==> src/rtl/scl_irq_pkg.sv <==
package scl_irq_pkg;

    // Decoded register command, at most one field set per write
    typedef struct packed {
        logic set_latch;
        logic arm_reload;
        logic irq_off;
        logic irq_on;
    } scl_cmd_t;

endpackage

==> src/rtl/scl_irq_decode.sv <==
module scl_irq_decode
    import scl_irq_pkg::*;
#(
    parameter int                ADDR_W     = 16,
    parameter logic [ADDR_W-1:0] DEC_MASK   = 16'hE001,
    parameter logic [ADDR_W-1:0] LATCH_ADDR = 16'hC000,
    parameter logic [ADDR_W-1:0] ARM_ADDR   = 16'hC001,
    parameter logic [ADDR_W-1:0] OFF_ADDR   = 16'hE000,
    parameter logic [ADDR_W-1:0] ON_ADDR    = 16'hE001
) (
    input  logic              wr_i,
    input  logic [ADDR_W-1:0] addr_i,
    output scl_cmd_t          cmd_o
);

    logic [ADDR_W-1:0] masked;

    always_comb begin
        masked           = addr_i & DEC_MASK;
        cmd_o            = '0;
        cmd_o.set_latch  = wr_i && (masked == LATCH_ADDR);
        cmd_o.arm_reload = wr_i && (masked == ARM_ADDR);
        cmd_o.irq_off    = wr_i && (masked == OFF_ADDR);
        cmd_o.irq_on     = wr_i && (masked == ON_ADDR);
    end

endmodule

==> src/rtl/scl_irq_count.sv <==
module scl_irq_count
    import scl_irq_pkg::*;
#(
    parameter int CNT_W = 8
) (
    input  logic             clk,
    input  logic             rst_n,
    input  scl_cmd_t         cmd_i,
    input  logic [CNT_W-1:0] data_i,
    input  logic             line_pulse_i,
    input  logic             mode_active_i,
    output logic             hit_o
);

    localparam logic [CNT_W-1:0] ZERO = '0;

    typedef struct packed {
        logic [CNT_W-1:0] latch;
        logic [CNT_W-1:0] cnt;
        logic             reload;
    } cnt_state_t;

    cnt_state_t st_q, st_d;
    logic       step;

    always_comb begin
        st_d  = st_q;
        hit_o = 1'b0;
        step  = line_pulse_i && mode_active_i;
        // Register writes land before the scanline update
        if (cmd_i.set_latch)  st_d.latch  = data_i;
        if (cmd_i.arm_reload) st_d.reload = 1'b1;
        if (step) begin
            if ((st_q.cnt == ZERO) || st_d.reload) begin
                st_d.cnt    = st_d.latch;
                st_d.reload = 1'b0;
            end else begin
                st_d.cnt = st_q.cnt - 1'b1;
            end
            hit_o = (st_d.cnt == ZERO);
        end
    end

    always_ff @(posedge clk) begin
        if (!rst_n) st_q <= '0;
        else        st_q <= st_d;
    end

    p_idle_hold_r8: assert property (@(posedge clk) disable iff (!rst_n)
        !(line_pulse_i && mode_active_i) |=> $stable(st_q.cnt));

    p_decrement_r6: assert property (@(posedge clk) disable iff (!rst_n)
        (line_pulse_i && mode_active_i && st_q.cnt != ZERO && !st_q.reload && !cmd_i.arm_reload)
        |=> st_q.cnt == $past(st_q.cnt) - 1'b1);

    p_reload_r3: assert property (@(posedge clk) disable iff (!rst_n)
        (line_pulse_i && mode_active_i && st_q.reload && !cmd_i.set_latch)
        |=> (st_q.cnt == $past(st_q.latch)) && !st_q.reload);

    p_arm_r3: assert property (@(posedge clk) disable iff (!rst_n)
        (cmd_i.arm_reload && !(line_pulse_i && mode_active_i))
        |=> st_q.reload && $stable(st_q.cnt));

endmodule

==> src/rtl/scl_irq_flag.sv <==
module scl_irq_flag
    import scl_irq_pkg::*;
(
    input  logic     clk,
    input  logic     rst_n,
    input  scl_cmd_t cmd_i,
    input  logic     hit_i,
    output logic     irq_o
);

    typedef struct packed {
        logic en;
        logic irq;
    } flag_state_t;

    flag_state_t fl_q, fl_d;

    always_comb begin
        fl_d = fl_q;
        if (cmd_i.irq_on) fl_d.en = 1'b1;
        if (cmd_i.irq_off) begin
            fl_d.en  = 1'b0;
            fl_d.irq = 1'b0;
        end
        if (hit_i && fl_d.en) fl_d.irq = 1'b1;
    end

    always_ff @(posedge clk) begin
        if (!rst_n) fl_q <= '0;
        else        fl_q <= fl_d;
    end

    assign irq_o = fl_q.irq;

    p_sticky_r7: assert property (@(posedge clk) disable iff (!rst_n)
        (fl_q.irq && !cmd_i.irq_off) |=> fl_q.irq);

    p_ack_r4: assert property (@(posedge clk) disable iff (!rst_n)
        cmd_i.irq_off |=> !fl_q.irq && !fl_q.en);

    p_enable_r5: assert property (@(posedge clk) disable iff (!rst_n)
        (cmd_i.irq_on && !cmd_i.irq_off) |=> fl_q.en);

    p_rise_cause_r11: assert property (@(posedge clk) disable iff (!rst_n)
        $rose(fl_q.irq) |-> $past(hit_i));

endmodule

==> src/rtl/scl_irq_top.sv <==
module scl_irq_top
    import scl_irq_pkg::*;
#(
    parameter int ADDR_W = 16,
    parameter int DATA_W = 8
) (
    input  logic              clk,
    input  logic              rst_n,
    input  logic              cpu_wr,
    input  logic [ADDR_W-1:0] cpu_addr,
    input  logic [DATA_W-1:0] cpu_data,
    input  logic              line_pulse,
    input  logic              mode_active,
    output logic              irq
);

    localparam int CNT_W = DATA_W;

    scl_cmd_t cmd;
    logic     hit;

    scl_irq_decode #(.ADDR_W(ADDR_W)) u_decode (
        .wr_i   (cpu_wr),
        .addr_i (cpu_addr),
        .cmd_o  (cmd)
    );

    scl_irq_count #(.CNT_W(CNT_W)) u_count (
        .clk           (clk),
        .rst_n         (rst_n),
        .cmd_i         (cmd),
        .data_i        (cpu_data),
        .line_pulse_i  (line_pulse),
        .mode_active_i (mode_active),
        .hit_o         (hit)
    );

    scl_irq_flag u_flag (
        .clk   (clk),
        .rst_n (rst_n),
        .cmd_i (cmd),
        .hit_i (hit),
        .irq_o (irq)
    );

    p_onehot_cmd_r2: assert property (@(posedge clk) disable iff (!rst_n)
        $onehot0(cmd));

endmodule

==> config.mk <==
export PLATFORM = sky130hd
export DESIGN_NAME = scl_irq_top
export DESIGN_NICKNAME = d
export VERILOG_FILES = /design/src/rtl/scl_irq_pkg.sv /design/src/rtl/scl_irq_decode.sv /design/src/rtl/scl_irq_count.sv /design/src/rtl/scl_irq_flag.sv /design/src/rtl/scl_irq_top.sv
export SDC_FILE = /design/constraint.sdc
export NUM_CORES = 1
export LEC_CHECK = 0
export BUFFER_PORTS_ARGS = -buffer_cell sky130_fd_sc_hd__buf_4
export CORE_ASPECT_RATIO = 1.25
export CORE_MARGIN = 4
export CORE_UTILIZATION = 35
export CTS_BUF_LIST = sky130_fd_sc_hd__clkbuf_4 sky130_fd_sc_hd__clkbuf_8 sky130_fd_sc_hd__clkbuf_16
export DETAILED_ROUTE_END_ITERATION = 16
export PLACE_DENSITY = 0.63
export RECOVER_POWER = 100
export SLEW_MARGIN = 5
export SYNTH_ARGS = -nofsm -noshare
export SYNTH_HDL_FRONTEND = slang
export SYNTH_SLANG_ARGS = --single-unit
export TNS_END_PERCENT = 100
==> constraint.sdc <==
create_clock -name clk -period 2.9 [get_ports clk]
set_input_delay 0.58 -clock clk [delete_from_list [all_inputs] [get_ports clk]]
set_output_delay 0.58 -clock clk [all_outputs]
set_load 0.05 [all_outputs]
# --- Word level (Yosys, flattened, before mapping) ---
# Cells that the tools add are included.
classes:
  add_sub_neg: 1
  eq_ne: 4
  n_mux: 10
  reduce_logical: 10
ops:
  columns: ["op", "count"]
  rows:
  - ["8-bit 2-to-1 mux", 3]
  - ["4-bit == test (second input constant)", 4]
  - ["8-bit zero test", 2]
  - ["8-bit by 1-bit subtractor with 8-bit output (second input constant)", 1]
  - ["1-bit logical AND", 6]
  - ["1-bit 2-to-1 mux", 6]
  - ["2-bit 2-to-1 mux", 1]
  - ["2-bit nonzero test", 1]
  - ["1-bit logical OR", 1]
word_totals:
  regBits: 19
  in_bits: 29
  output_inout_bits: 1

# --- Longest topological paths before layout ---
logic_depth:
  depth_word: 10
  mapped_depth: 7
  depth_no_buf: 7

# --- Modules after synthesis ---
# From an unflattened synthesis, not the netlist that was laid out.
hier_totals:
  cells_unflattened: 128
  area_unflattened_um2: 1101.1
by_module_without_submodules:
  columns: ["module", "n_inst", "cells_each", "area_each_um2"]
  rows:
  - ["scl_irq_count", 1, 113, 983.4]
  - ["scl_irq_flag", 1, 8, 75.1]
  - ["scl_irq_decode", 1, 7, 42.5]

# --- Worst setup path before layout ---
# OpenSTA, ideal clock, no wires.
synth_timing:
  path_kind: "register to register"
  startpoint: "register u_count.st_q[4] in the netlist's numbering"
  endpoint: "register u_flag.fl_q (netlist bit u_flag.irq_o)"
  setup_time_ps: 87
  arrival_time_ps: 1969
  required_time_ps: 2813
  slack_ps: 844
  stages_incl_launch_ff: 6
  path_buffers: 0
  synth_period_minus_slack_ps: 2056
  cell_sequence: "dfxtp_1 > or4_4 > or4b_4 > a221oi_2 > a21oi_1 > o31ai_1"
synth_via:
  elab_chain_len: 8
  elab_cells_between_ends: 10
  cone_classes: "add/sub: 1; mux: 4; reduce/logical: 5"
synth_lines:
  columns: ["element", "line_no", "text"]
  rows:
  - ["start: declaration", "scl_irq_count.sv:23", "cnt_state_t st_q, st_d;"]
  - ["start signal: assignment", "scl_irq_count.sv:46", "else st_q <= st_d;"]
  - ["branches (longest 2 deep; another with 8-bit by 1-bit subtractor with 8-bit output)", null, null]
  - ["8-bit 2-to-1 mux *", "scl_irq_count.sv:34", "if ((st_q.cnt == ZERO) || st_d.reload) begin"]
  - ["8-bit 2-to-1 mux *", "scl_irq_count.sv:33", "if (step) begin"]
  - ["8-bit zero test *", "scl_irq_count.sv:40", "hit_o = (st_d.cnt == ZERO);"]
  - ["1-bit 2-to-1 mux *", "scl_irq_count.sv:33", null]
  - ["1-bit logical AND *", "scl_irq_flag.sv:25", "if (hit_i && fl_d.en) fl_d.irq = 1'b1;"]
  - ["1-bit 2-to-1 mux / 2-bit nonzero test (equally long branches)", null, null]
  - ["end signal: assignment", "scl_irq_flag.sv:30", "else fl_q <= fl_d;"]
  - ["end: declaration", "scl_irq_flag.sv:16", "flag_state_t fl_q, fl_d;"]
# Every way passes the cells marked *. The select of a mux whose other input is x is not followed.
# A chain may end at the register's enable or synchronous reset.

# --- Final worst setup path ---
# Ends and elaborated chain as after synthesis.

==> metrics <==
worst skew pair latency 0.30 ns; fmax 0.408 GHz; global-route wire length before repair 4400 µm; top-count cell post-synth dfxtp_1; Leakage 0.501 nW; register area share after synthesis 0.349; Final setup viols 0; PwrDens 635 nW/µm²; # DRC 0; Commonest cells post-synth dfxtp_1 (19), nor2_1 (13), a21oi_1 (11), mux2i_1 (9), nor3_1 (8); Port Buf Inserts 17; post_cts resized 0; CP Cell Sequence or4_1 > nor4b_2 > nor2_4 > o311ai_0 > o31ai_1; Crit path max-delay family simple AND/OR/NAND/NOR gates; die area between 4000 and 5000 µm²; CTS H-tree lvls 1; Final Slew Violations 0; CP endpoint kind register; DR vias 1023; crit path launch type register; Avg Cell Area, Syn just under 9 µm²; Worst Hold Class register to register; Worst-Margin Slew 0.793 ns; ant diodes 0; Synth area leader dfxtp_1; row count 22; largest net degree at the start of global routing 15; Final Total Pwr about 0.80 mW; CTS tree done; area of the multi-input gates 663 µm²; clk buf depth 2; DIE HEIGHT 70.4 µm; Synth Register Bits 19; top cell type's share of synthesized area 0.349; max_cap viols 0; Design Area, Final 1260 µm²; fin crit period 2.45 ns; setup TNS 0 ns; io pins 30; drt total wl 2680 µm; hold_ws 0.493 ns; initial antenna violation count 0; Setup Buffers After CTS 0; ratio of cells with drive above 1 in the final layout 0.159; core box area 2970 µm²; Wirelength per Cell between 10 and 15 µm; Reg clk slew, reported paths 0.12 ns; initial core utilization 0.367; Synth-to-Final Area Change 15.7%; crit path max-delay cell type nor4b_2; total placed instance area around 1300 µm²; peak fanout along the critical path 7; CTS buffer count 3; clk root buf clkbuf_4; WS Path Type register to register; number of synthesized flops with an enable pin 0; GRT Util Overall 0.137; Unique masters post-synth 42; Reg area approximately 380 µm²; vias per cell 5.65; Rel. slew slack 0.470; top cells by area, synth dfxtp_1 (35%), mux2i_1 (8.3%), a21oi_1 (5.1%), nor2_1 (4.5%), nor3_1 (3.7%); dpl hpwl 2080 µm; vias in the first global route 969; cell count after synthesis 125; drt initial violations 33; hold violation count in the final report 0; CP bufs+invs 0; clk sink count 19; Top FF cell, synth dfxtp_1; Finished Core Util 0.424; CP max stage delay 0.73 ns; Async S/R FF share, synth 0; Final Wtd Congestion 0.830; hold buffers post-CTS 0; Crit path arrival time 2.65 ns; clk_skew ~0.0017 ns; Synth warnings 0; Nets about 180; status complete, no violations; RSZ-0062 raised after global routing false; syn nets 156; maximum vdd drop 258 µV; ANT nets after route 0; Pre-Repair DR Iteration Count 4; WP data required 3.10 ns; die width 57.9 µm; grt ovf 0; period utilization 0.844; fill count approximately 310; Post-Syn Area about 1100 µm²
final cells by class:
class | count | area share
inverter | 5 | 0.0149
clock inverter | 1 | 0.00595
sequential | 19 | 0.302
timing repair buffer | 19 | 0.0982
multi-input combinational | 98 | 0.526
clock buffer | 3 | 0.0179
tap | 36 | 0.0357
worst paths after layout:
kind                                       from               to  slack [ns]  cells past startpoint
worst max register to register  u_count.st_q[4]     u_flag.irq_o        0.45                      5
worst max-delay path            u_count.st_q[4]     u_flag.irq_o        0.45                      5
worst min register to register  u_count.st_q[2]  u_count.st_q[2]        0.49                      2
worst min-delay path            u_count.st_q[2]  u_count.st_q[2]        0.49                      2
metrics by stage:
step           worst slack, ns  cells
3_3_place_gp             0.695    177
6_report                 0.452    181
3_5_place_dp             0.699    177
2_1_floorplan            0.844    125
5_1_grt                  0.345    181
4_1_cts                  0.663    181
where the power goes:
| group | total (mW) | internal (mW) | switching, mW |
|---|---|---|---|
| logic | 0.348 | 0.146 | 0.202 |
| registers | 0.309 | 0.282 | 0.0273 |
| clock network | 0.144 | 0.0525 | 0.0914 |
| total | 0.801 | 0.480 | 0.321 |
placed cells by master (no fill, tap or decap), types with 2 or more instances in the layout:
| cell type | count |
|---|---|
| nor2_1 | 13 |
| o31ai_1 | 2 |
| ha_1 | 2 |
| nor3_1 | 8 |
| and3_1 | 2 |
| dfxtp_1 | 19 |
| a21oi_1 | 11 |
| o21ai_0 | 4 |
| a31oi_1 | 2 |
| o211ai_1 | 2 |
| mux2i_1 | 9 |
| clkbuf_4 | 3 |
| nor4b_1 | 2 |
| a21boi_0 | 2 |
| clkbuf_1 | 5 |
| o221a_2 | 2 |
| nand3_1 | 3 |
| inv_1 | 5 |
| buf_4 | 14 |
| a211o_1 | 3 |
| nand2_1 | 6 |
| nor4_1 | 3 |
layer usage:
layer	GRT usage	wire, µm
met5	0	0
met4	0.0541	48
met3	0.0111	58
met2	0.244	1380
met1	0.166	1200
cell families after synthesis:
logic type / after synthesis / share of synthesized area
xor+xnor: 2 / 0.0161
compound gates: 36 / 0.233
flops: 19 / 0.349
simple gates: 49 / 0.269
fa+ha+maj: 2 / 0.0230
buf+inv: 8 / 0.0276
mux: 9 / 0.0827
registers in the layout (all words and copies together) (netlist names):
| register | count |
|---|---|
| u_count.st_q | 17 |
| u_flag.fl_q | 1 |
| u_flag.irq_o | 1 |
worst reg2reg max path, stage by stage (launching register included):
cell and delay (ns):
dfxtp_1 0.38, or4_1 0.61, nor4b_2 0.73, nor2_4 0.12
o311ai_0 0.41, o31ai_1 0.10
Power figures use the tool's default switching activity.
